File: config.mk
export PLATFORM = sky130hd
export DESIGN_NAME = trace_store
export DESIGN_NICKNAME = d
export VERILOG_FILES = /design/src/rtl/trace_store_pkg.sv /design/src/rtl/trace_ctl.sv /design/src/rtl/trace_mem.sv /design/src/rtl/trace_rd.sv /design/src/rtl/trace_store.sv
export SDC_FILE = /design/constraint.sdc
export NUM_CORES = 1
export LEC_CHECK = 0
export ABC_AREA = 1
export CAP_MARGIN = 10
export CORE_ASPECT_RATIO = 1.2
export CORE_MARGIN = 2
export CORE_UTILIZATION = 40
export CTS_CLUSTER_DIAMETER = 150
export CTS_CLUSTER_SIZE = 25
export DETAILED_ROUTE_END_ITERATION = 10
export DONT_BUFFER_PORTS = 1
export MAX_ROUTING_LAYER = met4
export PLACE_DENSITY_LB_ADDON = 0.15
export SLEW_MARGIN = 15
export SYNTH_ARGS = -nofsm -noshare
export SYNTH_HDL_FRONTEND = slang
export SYNTH_SLANG_ARGS = --single-unit
File: constraint.sdc
create_clock -name clk_i -period 5.8 [get_ports clk_i]
set_input_delay 1.16 -clock clk_i [delete_from_list [all_inputs] [get_ports clk_i]]
set_output_delay 1.16 -clock clk_i [all_outputs]
set_load 0.02 [all_outputs]
File: src/rtl/trace_store_pkg.sv
package trace_store_pkg;
  localparam int ADDR_W_D = 20;
  localparam int WORD_W_D = 16;
  localparam int DEPTH_D  = 8;

  // control/status bit positions
  localparam int CB_EN   = 0;
  localparam int CB_MODE = 1;
  localparam int CB_UF   = 3;
  localparam int CB_RST  = 6;
  localparam int SB_WR   = 8;
  localparam int SB_FULL = 9;
  localparam int SB_HALT = 10;
  localparam int PTR_LSB = 10;

  localparam logic [1:0] MODE_WATCH = 2'b10;

  typedef enum logic [1:0] {
    RS_CTRL  = 2'd0,
    RS_PTR   = 2'd1,
    RS_SLICE = 2'd2,
    RS_DATA  = 2'd3
  } reg_sel_e;
endpackage

File: src/rtl/trace_ctl.sv
module trace_ctl #(
  parameter int DEPTH = 8,
  localparam int PW = $clog2(DEPTH)
) (
  input  logic          clk_i,
  input  logic          rst_ni,
  input  logic          cfg_we_i,
  input  logic [3:0]    cfg_wdata_i,
  input  logic          rst_req_i,
  input  logic          capt_i,
  input  logic          trig_i,
  output logic          en_o,
  output logic [1:0]    mode_o,
  output logic          uf_o,
  output logic          watch_o,
  output logic [PW-1:0] wp_o,
  output logic          written_o,
  output logic          full_o,
  output logic          halted_o,
  output logic          we_o
);
  import trace_store_pkg::*;

  assign watch_o = (mode_o == MODE_WATCH);

  // stop-when-full only applies to trace modes; watch is always circular
  logic blocked;
  assign blocked = halted_o | (uf_o & ~watch_o & full_o);
  assign we_o    = capt_i & en_o & ~rst_req_i & ~blocked;

  always_ff @(posedge clk_i or negedge rst_ni) begin
    if (!rst_ni) begin
      en_o      <= 1'b0;
      mode_o    <= '0;
      uf_o      <= 1'b0;
      wp_o      <= '0;
      written_o <= 1'b0;
      full_o    <= 1'b0;
      halted_o  <= 1'b0;
    end else begin
      if (cfg_we_i) begin
        en_o   <= cfg_wdata_i[CB_EN];
        mode_o <= cfg_wdata_i[CB_MODE +: 2];
        uf_o   <= cfg_wdata_i[CB_UF];
      end
      if (rst_req_i) begin
        wp_o      <= '0;
        written_o <= 1'b0;
        full_o    <= 1'b0;
        halted_o  <= 1'b0;
      end else begin
        if (we_o) begin
          wp_o      <= wp_o + 1'b1;  // DEPTH is a power of two
          written_o <= 1'b1;
          if (wp_o == PW'(DEPTH - 1)) full_o <= 1'b1;
        end
        if (trig_i && en_o && !watch_o && !uf_o) halted_o <= 1'b1;
      end
    end
  end

  a_r2_reset_clears: assert property (@(posedge clk_i) disable iff (!rst_ni)
    rst_req_i |=> (wp_o == '0 && !written_o && !full_o && !halted_o));
  a_r4_hold_when_full: assert property (@(posedge clk_i) disable iff (!rst_ni)
    (full_o && uf_o && !watch_o && !rst_req_i && !cfg_we_i) |=> $stable(wp_o));
  a_r4_last_slot_fills: assert property (@(posedge clk_i) disable iff (!rst_ni)
    (we_o && wp_o == PW'(DEPTH - 1)) |=> full_o);
  a_r5_halt_freezes: assert property (@(posedge clk_i) disable iff (!rst_ni)
    (halted_o && !rst_req_i) |=> $stable(wp_o));
  a_r6_disabled_idle: assert property (@(posedge clk_i) disable iff (!rst_ni)
    (!en_o && !rst_req_i) |=> $stable(wp_o));
endmodule

File: src/rtl/trace_mem.sv
module trace_mem #(
  parameter int ADDR_W = 20,
  parameter int WORD_W = 16,
  parameter int DEPTH  = 8,
  localparam int PW = $clog2(DEPTH)
) (
  input  logic              clk_i,
  input  logic              we_i,
  input  logic [PW-1:0]     wr_idx_i,
  input  logic [ADDR_W-1:0] addr_i,
  input  logic [WORD_W-1:0] data_i,
  input  logic [WORD_W-1:0] ctrl_i,
  input  logic [PW-1:0]     rd_idx_i,
  output logic [ADDR_W-1:0] addr_o,
  output logic [WORD_W-1:0] data_o,
  output logic [WORD_W-1:0] ctrl_o
);
  logic [ADDR_W-1:0] addr_q [DEPTH];
  logic [WORD_W-1:0] data_q [DEPTH];
  logic [WORD_W-1:0] ctrl_q [DEPTH];

  for (genvar g = 0; g < DEPTH; g++) begin : g_slot
    always_ff @(posedge clk_i) begin
      if (we_i && wr_idx_i == PW'(g)) begin
        addr_q[g] <= addr_i;
        data_q[g] <= data_i;
        ctrl_q[g] <= ctrl_i;
      end
    end
  end

  // capture wins over a read of the same slot
  logic hit;
  assign hit    = we_i && (wr_idx_i == rd_idx_i);
  assign addr_o = hit ? addr_i : addr_q[rd_idx_i];
  assign data_o = hit ? data_i : data_q[rd_idx_i];
  assign ctrl_o = hit ? ctrl_i : ctrl_q[rd_idx_i];
endmodule

File: src/rtl/trace_rd.sv
module trace_rd #(
  parameter int ADDR_W = 20,
  parameter int WORD_W = 16,
  parameter int DEPTH  = 8,
  localparam int PW = $clog2(DEPTH),
  localparam int SW = PW + 2
) (
  input  logic              clk_i,
  input  logic              rst_ni,
  input  logic              slice_we_i,
  input  logic [SW-1:0]     slice_wdata_i,
  input  logic              data_rd_i,
  input  logic              watch_i,
  input  logic [ADDR_W-1:0] addr_i,
  input  logic [WORD_W-1:0] data_i,
  input  logic [WORD_W-1:0] ctrl_i,
  output logic [PW-1:0]     rd_idx_o,
  output logic [SW-1:0]     slice_o,
  output logic [WORD_W-1:0] word_o
);
  logic [SW-1:0] slice_q;
  logic [1:0]    wsel;

  assign slice_o  = slice_q;
  assign rd_idx_o = slice_q[SW-1:2];
  assign wsel     = slice_q[1:0];

  always_comb begin
    unique case (wsel)
      2'd0:    word_o = addr_i[WORD_W-1:0];
      2'd1:    word_o = {{(2*WORD_W-ADDR_W){1'b0}}, addr_i[ADDR_W-1:WORD_W]};
      2'd2:    word_o = data_i;
      default: word_o = ctrl_i;
    endcase
  end

  always_ff @(posedge clk_i or negedge rst_ni) begin
    if (!rst_ni)              slice_q <= '0;
    else if (slice_we_i)      slice_q <= slice_wdata_i;
    else if (data_rd_i) begin
      if (watch_i && wsel == 2'd2) slice_q <= {rd_idx_o + 1'b1, 2'b00};
      else                         slice_q <= slice_q + 1'b1;
    end
  end

  a_r7_trace_step: assert property (@(posedge clk_i) disable iff (!rst_ni)
    (!watch_i && data_rd_i && !slice_we_i) |=> (slice_q == SW'($past(slice_q) + 1'b1)));
  a_r8_watch_skip: assert property (@(posedge clk_i) disable iff (!rst_ni)
    (watch_i && data_rd_i && !slice_we_i && wsel == 2'd2) |=> (slice_q[1:0] == 2'd0));
endmodule

File: src/rtl/trace_store.sv
module trace_store
  import trace_store_pkg::*;
#(
  parameter int ADDR_W = ADDR_W_D,
  parameter int WORD_W = WORD_W_D,
  parameter int DEPTH  = DEPTH_D
) (
  input  logic              clk_i,
  input  logic              rst_ni,
  input  logic              capt_i,
  input  logic              trig_i,
  input  logic [ADDR_W-1:0] smp_addr_i,
  input  logic [WORD_W-1:0] smp_data_i,
  input  logic [WORD_W-1:0] smp_ctrl_i,
  input  logic              reg_wr_i,
  input  logic              reg_rd_i,
  input  logic [1:0]        reg_sel_i,
  input  logic [WORD_W-1:0] reg_wdata_i,
  output logic [WORD_W-1:0] reg_rdata_o
);
  localparam int PW = $clog2(DEPTH);
  localparam int SW = PW + 2;

  reg_sel_e sel;
  assign sel = reg_sel_e'(reg_sel_i);

  logic cfg_we, rst_req, slice_we, data_rd;
  assign cfg_we   = reg_wr_i && sel == RS_CTRL;
  assign rst_req  = cfg_we && reg_wdata_i[CB_RST];
  assign slice_we = reg_wr_i && sel == RS_SLICE;
  assign data_rd  = reg_rd_i && sel == RS_DATA;

  logic          en, uf, watch, written, full, halted, we;
  logic [1:0]    mode;
  logic [PW-1:0] wp, rd_idx;
  logic [SW-1:0] slice;
  logic [ADDR_W-1:0] m_addr;
  logic [WORD_W-1:0] m_data, m_ctrl, word;

  trace_ctl #(.DEPTH(DEPTH)) u_ctl (
    .clk_i, .rst_ni, .cfg_we_i(cfg_we), .cfg_wdata_i(reg_wdata_i[3:0]),
    .rst_req_i(rst_req), .capt_i, .trig_i, .en_o(en), .mode_o(mode),
    .uf_o(uf), .watch_o(watch), .wp_o(wp), .written_o(written),
    .full_o(full), .halted_o(halted), .we_o(we)
  );

  trace_mem #(.ADDR_W(ADDR_W), .WORD_W(WORD_W), .DEPTH(DEPTH)) u_mem (
    .clk_i, .we_i(we), .wr_idx_i(wp), .addr_i(smp_addr_i), .data_i(smp_data_i),
    .ctrl_i(smp_ctrl_i), .rd_idx_i(rd_idx), .addr_o(m_addr), .data_o(m_data),
    .ctrl_o(m_ctrl)
  );

  trace_rd #(.ADDR_W(ADDR_W), .WORD_W(WORD_W), .DEPTH(DEPTH)) u_rd (
    .clk_i, .rst_ni, .slice_we_i(slice_we), .slice_wdata_i(reg_wdata_i[SW-1:0]),
    .data_rd_i(data_rd), .watch_i(watch), .addr_i(m_addr), .data_i(m_data),
    .ctrl_i(m_ctrl), .rd_idx_o(rd_idx), .slice_o(slice), .word_o(word)
  );

  logic [WORD_W-1:0] stat_w, ptr_w, rd_mux;
  always_comb begin
    stat_w              = '0;
    stat_w[CB_EN]       = en;
    stat_w[CB_MODE +: 2] = mode;
    stat_w[CB_UF]       = uf;
    stat_w[SB_WR]       = written;
    stat_w[SB_FULL]     = full;
    stat_w[SB_HALT]     = halted;
    ptr_w               = '0;
    ptr_w[PTR_LSB +: PW] = wp;
    unique case (sel)
      RS_CTRL:  rd_mux = stat_w;
      RS_PTR:   rd_mux = ptr_w;
      RS_SLICE: rd_mux = WORD_W'(slice);
      default:  rd_mux = word;
    endcase
  end

  always_ff @(posedge clk_i or negedge rst_ni) begin
    if (!rst_ni)       reg_rdata_o <= '0;
    else if (reg_rd_i) reg_rdata_o <= rd_mux;
  end

  a_r10_rdata_holds: assert property (@(posedge clk_i) disable iff (!rst_ni)
    !reg_rd_i |=> $stable(reg_rdata_o));
endmodule

### Word-level counts from Yosys, hierarchy flattened

Memories as Yosys holds them, arrays and structs flattened.
Cells that the tools add are included.

* bits in read-only memories: 0
* bits in registers: 31
* input port bits: 76
* memory bits (writable): 416
* output and inout port bits: 16
* memories kept: 3
* word-level logic and storage cells: 182
* latch bits: 0

* multipliers: 0
* shift operators: 0
* divide/modulo/power cells: 0
* muxes and demuxes: 96
* $add $sub $neg: 3
* bitwise gates (word level): 9
* equal/unequal tests: 14
* reductions and logical operators: 48
* order comparisons: 0

Memory list
* u_mem.addr_q: words 8, width 20, read ports 1, clocked after memory_dff 0, write ports 1, line trace_mem.sv:18 `logic [ADDR_W-1:0] addr_q [DEPTH];`
* u_mem.ctrl_q: words 8, width 16, read ports 1, clocked after memory_dff 0, write ports 1, line trace_mem.sv:20 `logic [WORD_W-1:0] ctrl_q [DEPTH];`
* u_mem.data_q: words 8, width 16, read ports 1, clocked after memory_dff 0, write ports 1, line trace_mem.sv:19 `logic [WORD_W-1:0] data_q [DEPTH];`

Operators by type and width (number)
* two-way mux 16 bit: 16
* OR reduction 16 bit: 14
* two-way mux 20 bit: 8
* OR reduction 20 bit: 7
* case mux 16 bit (3 select lines): 2
* two-way mux 3 bit: 23
* two-way mux 1 bit: 44
* logical AND 1 bit: 17
* two-way mux 5 bit: 3
* == test 3 bit, second input constant: 4
* == test 2 bit, second input constant: 4
* nonzero test 2 bit: 4
* adder 3 x 1 -> 3 bit, second input constant: 2
* == test 3 x 2 -> 1 bit, second input constant: 2
* adder 5 x 1 -> 5 bit, second input constant: 1
* AND 1 bit: 5
* == test 2 x 1 -> 1 bit, second input constant: 2
* zero test 2 bit: 2
* == test 3 x 1 -> 1 bit, second input constant: 1
* == test 3 bit: 1
* zero test 3 bit: 1
* inverter 1 bit: 3
* zero test 1 bit: 2
* AND reduction 2 bit: 1
* bitwise OR 1 bit: 1

### Longest topological paths before layout

* word-level depth: 18
* mapped depth: 14
* depth with buffers taken out: 12

### Hierarchy

A second synthesis with hierarchy kept.

* cells, all modules: 2067
* area, all modules: 20254.4 um^2

Modules (own cells, without submodules)
* trace_mem: area each 18231.2 um^2, sequential area each 12492.0 um^2, times used 1, cells an instance 1781
* trace_store: area each 828.3 um^2, sequential area each 400.4 um^2, times used 1, cells an instance 111
* trace_rd: area each 723.2 um^2, sequential area each 125.1 um^2, times used 1, cells an instance 126
* trace_ctl: area each 471.7 um^2, sequential area each 250.2 um^2, times used 1, cells an instance 49

### Worst setup path after synthesis

No wires, ideal clock.

* path type: in2reg
* start point: input port capt_i
* end point: memory u_mem.addr_q[0][0], enable pin
* stages on the path: 5
* path buffers: 1
* path slack: 0.113 ns
* library setup time: 0.526 ns
* arrival time: 5.161 ns
* required time: 5.274 ns
* cell sequence: nand2_1 nor2_2 nand3_1 clkbuf_1 nor3_1

* cells in the longest elaborated chain, start to end: 14
* elaborated cells between the ends (all ways): 48
* classes of those cells: mux: 30; bitwise: 3; reduce/logical: 15

RTL lines
* start, declared: line trace_store.sv:10 `input logic capt_i,`
* AND 1 bit (*) (3 in series): line trace_ctl.sv:29 `assign we_o = capt_i & en_o & ~rst_req_i & ~blocked;`
* logical AND 1 bit: line trace_mem.sv:24 `if (we_i && wr_idx_i == PW'(g)) begin`
* two-way mux 1 bit: line trace_mem.sv:24
* two-way mux 1 bit (not written as such): line trace_mem.sv:25 `addr_q[g] <= addr_i;`
* OR reduction 20 bit (no source line)
* two-way mux 3 bit (no source line) / two-way mux 1 bit (equally long branches) (7 in series)
* end, declared: line trace_mem.sv:18

Mark *: on every way between the ends. The rest lies on a longest branch, timed or not.

### Worst setup path after layout

* start point: register u_rd.slice_q[4] (netlist: u_rd.slice_o[4])
* end point: register reg_rdata_o[4]

* cells in the longest elaborated chain, start to end: 5
* elaborated cells between the ends (all ways): 10
* classes of those cells: eq/ne: 1; mux: 5; reduce/logical: 1; memory: 3

RTL lines
* start, declared: line trace_rd.sv:21 `logic [SW-1:0] slice_q;`
* start signal, assigned: line trace_rd.sv:39 `else if (slice_we_i) slice_q <= slice_wdata_i;`
* start signal, assigned: line trace_rd.sv:41 `if (watch_i && wsel == 2'd2) slice_q <= {rd_idx_o + 1'b1, 2'b00};`
* start signal, assigned: line trace_rd.sv:42 `else slice_q <= slice_q + 1'b1;`
* parallel branches: the longest is 4 deep, another holds memory read (8 x 16 bit)
* case mux 16 bit (3 select lines) (*): line trace_store.sv:70 `unique case (sel)`
* end signal, assigned: line trace_store.sv:80 `else if (reg_rd_i) reg_rdata_o <= rd_mux;`
* end, declared: line trace_store.sv:19 `output logic [WORD_W-1:0] reg_rdata_o`

Every way passes the cells marked *.
A chain may end at the register's enable or synchronous reset.

==> key figures <==
Placement
  • Port Buffers: 0
  • Final HPWL DP: 28.4 mm
  • Placed cell area: 19400 µm²
  • Dpl cells: 2189
  • Placer congestion estimate: 0.790
  • Pre-CTS setup slack: 2160 ps

Outcome
  • Run status: completed

Routing
  • Vias: 12000
  • Vias per inst: 5.39
  • Antenna Nets Post-Route: 0
  • Drt total wl: 50.8 mm
  • DRC: 0
  • Initial DRT Pass Iterations: 5
  • Routed len/inst: 22.8 µm
  • Number of DRC markers in iteration 0: 1000

Timing
  • Setup violations, final: 0
  • Skew final: 17.4 ps
  • RSZ-0062 raised after global routing: false
  • Setup WS post-layout: 2620 ps
  • Max-slew violation count: 0
  • Final Hold Violating Endpoints: 0
  • Final hold slack: 281 ps
  • Setup TNS: 0 ps
  • Fmax: 315 MHz
  • Minimum clock period: 3180 ps
  • Worst-margin pin slew: 1100 ps
  • Rel. slew slack: 26.7%
  • Final cycle utilization of the critical path: 54.8%

Hold path
  • Hold Path Class: in2async

Cells and area
  • Final Net Count: 1679
  • Synthesis-to-finish area growth: 6.31%
  • Finished Cell Area: 20000 µm²
  • Share of cells above drive strength 1: 5.40%
  • Utilization after layout: 43.2%
  • Non-Filler Instances: 2228

Synth
  • Mapped cell area: 18800 µm²
  • Cells after Synth: 1633
  • EDFF count, synth: 416
  • Register area share after synthesis: 70.7%
  • Count leader, synth: nand2_1
  • #FFs+latches synth: 447
  • Syn Nets: 1716
  • Synth area leader: edfxtp_1
  • Synth top area share: 66.5%
  • Async SR Flop Fraction: 6.94%
  • Top cells by count, synth: nand2_1, edfxtp_1, nand3_1, o21ai_0, nor2_1
  • Syn avg cell area: 11.5 µm²
  • Synth top area cells: edfxtp_1, nand2_1, nand3_1, dfrtp_1, o21ai_0
  • Yosys cell types: 43
  • YS warnings: 0
  • Ys flop type: edfxtp_1

Power
  • Leakage: 7.10 nW
  • Pwr Total: 7.32 mW
  • VDD IR max: 0.000218 V
  • Pwr Density: 367 nW/µm²

Critical path
  • CP Launch Type: flop
  • Crit Reg-Reg Startpoint: u_rd.slice_o[4]
  • Crit-path max FO: 35
  • RR Endpoint: reg_rdata_o[4]
  • R2R depth: 9
  • Worst Path Arrival: 3590 ps
  • Critical Path Sink Type: flop
  • Critical path required time: 6210 ps
  • R2R Setup Slk: 2620 ps
  • CP Class: reg2reg

Clock tree
  • CTS buffer count: 21
  • Clock tree root driver cell: clkbuf_16
  • Post-cts resize count: 0
  • Post-CTS setup buffer count: 0
  • Clk sinks: 447
  • Clock tree from TritonCTS: built
  • H-tree depth: 1
  • Clock Latency Late Sink: 560 ps
  • Maximum root-to-sink buffer count: 3
  • Clock transition at path regs: 100 ps
  • Hold_buf cts: 0

GRT
  • Total Routing Usage GR: 21.5%
  • First-pass GRT wire length: 75.4 mm
  • Initial antenna violation count: 3
  • Vias in the first global route: 11500
  • Total grt overflow: 0
  • Largest net degree at the start of global routing: 196

Floorplan
  • Die area: 48700 µm²
  • DIE WIDTH: 202 µm
  • Rows: 86
  • Core area: 46200 µm²
  • Vert. Die Dim: 241 µm
  • Initial core utilization: 40.7%
  • I/O Pins: 92

Job
  • Max-cap check violation count: 0
-- where the power goes --
part	switching, mW	total [mW]	leakage, nW	internal [mW]
Combinational	1.31	1.84	2.69	0.536
Clock	0.976	1.67	0.285	0.697
Sequential	0.162	3.80	4.13	3.64
-- metal layers --
metal	up-vias	track usage [%]	wire length (µm)
met3	56	4.24	3620
met4	0	5.19	1130
met2	296	35.5	24500
met5	-	-	0
li1	5654	-	-
met1	6001	27.5	21600
-- worst max path at each step --
stage / to / slack (ps) / from
floorplan: u_mem.addr_q[0][0] / 110 / capt_i
global placement: u_mem.data_q[0][5] / 1940 / capt_i
detailed placement: u_mem.addr_q[0][10] / 2160 / capt_i
CTS: reg_rdata_o[10] / 2600 / u_rd.slice_o[2]
global route: reg_rdata_o[10] / 2460 / u_rd.slice_o[3]
finish: reg_rdata_o[4] / 2620 / u_rd.slice_o[4]
-- worst max-delay path: stages, from the launching register on --
cell,delay [ps]
dfrtp_4,640
inv_2,700
buf_4,530
nand3_1,140
nand3_1,100
nand2_1,80
nand2_1,60
o21ai_0,110
o21ai_0,490
a31oi_1,140
-- cell families (layout without fill, tap and decap cells) --
family,Yosys count,count (layout),share of synthesized area [%]
buffers and inverters,139,117,3.87
xor gates and xnor gates,5,5,0.273
AOI/OAI and AO/OA,178,178,5.43
DFF,447,447,70.7
other,0,1,0
muxes,1,1,0.0533
adders and majority gates,7,7,0.467
and+or+nand+nor,856,856,19.2
-- layout make-up --
cell class / count / area [µm²]
antenna: 1 / 2.50
clock buffer: 36 / 582
clock inverter: 2 / 13.8
fill: 4304 / 26200
inverter: 42 / 164
multi-input combinational: 1047 / 4840
sequential: 447 / 13300
tap: 616 / 771
timing repair buffer: 37 / 303
-- cells in the final DEF, fill, tap and decap left out, drive strengths merged, types with 19 or more instances in the layout --
cell type / synthesis / routed
o21ai: 78 / 78
nand2: 523 / 523
nor2: 57 / 57
nand3: 258 / 258
o211ai: 19 / 19
dfrtp: 31 / 31
clkbuf: 17 / 36
buf: 80 / 37
a21oi: 52 / 52
edfxtp: 416 / 416
inv: 42 / 42
-- state kept, by name, summed over array words and instances, names as in the netlist --
signal and count:
reg_rdata_o 16, u_rd.slice_o 5, u_ctl.written_o 1, u_mem.ctrl_q 128, u_ctl.halted_o 1, u_ctl.mode_o 2, u_ctl.uf_o 1, u_ctl.en_o 1
u_mem.data_q 128, u_ctl.wp_o 3, u_mem.addr_q 160, u_ctl.full_o 1
(Power assumes the default switching activity.)
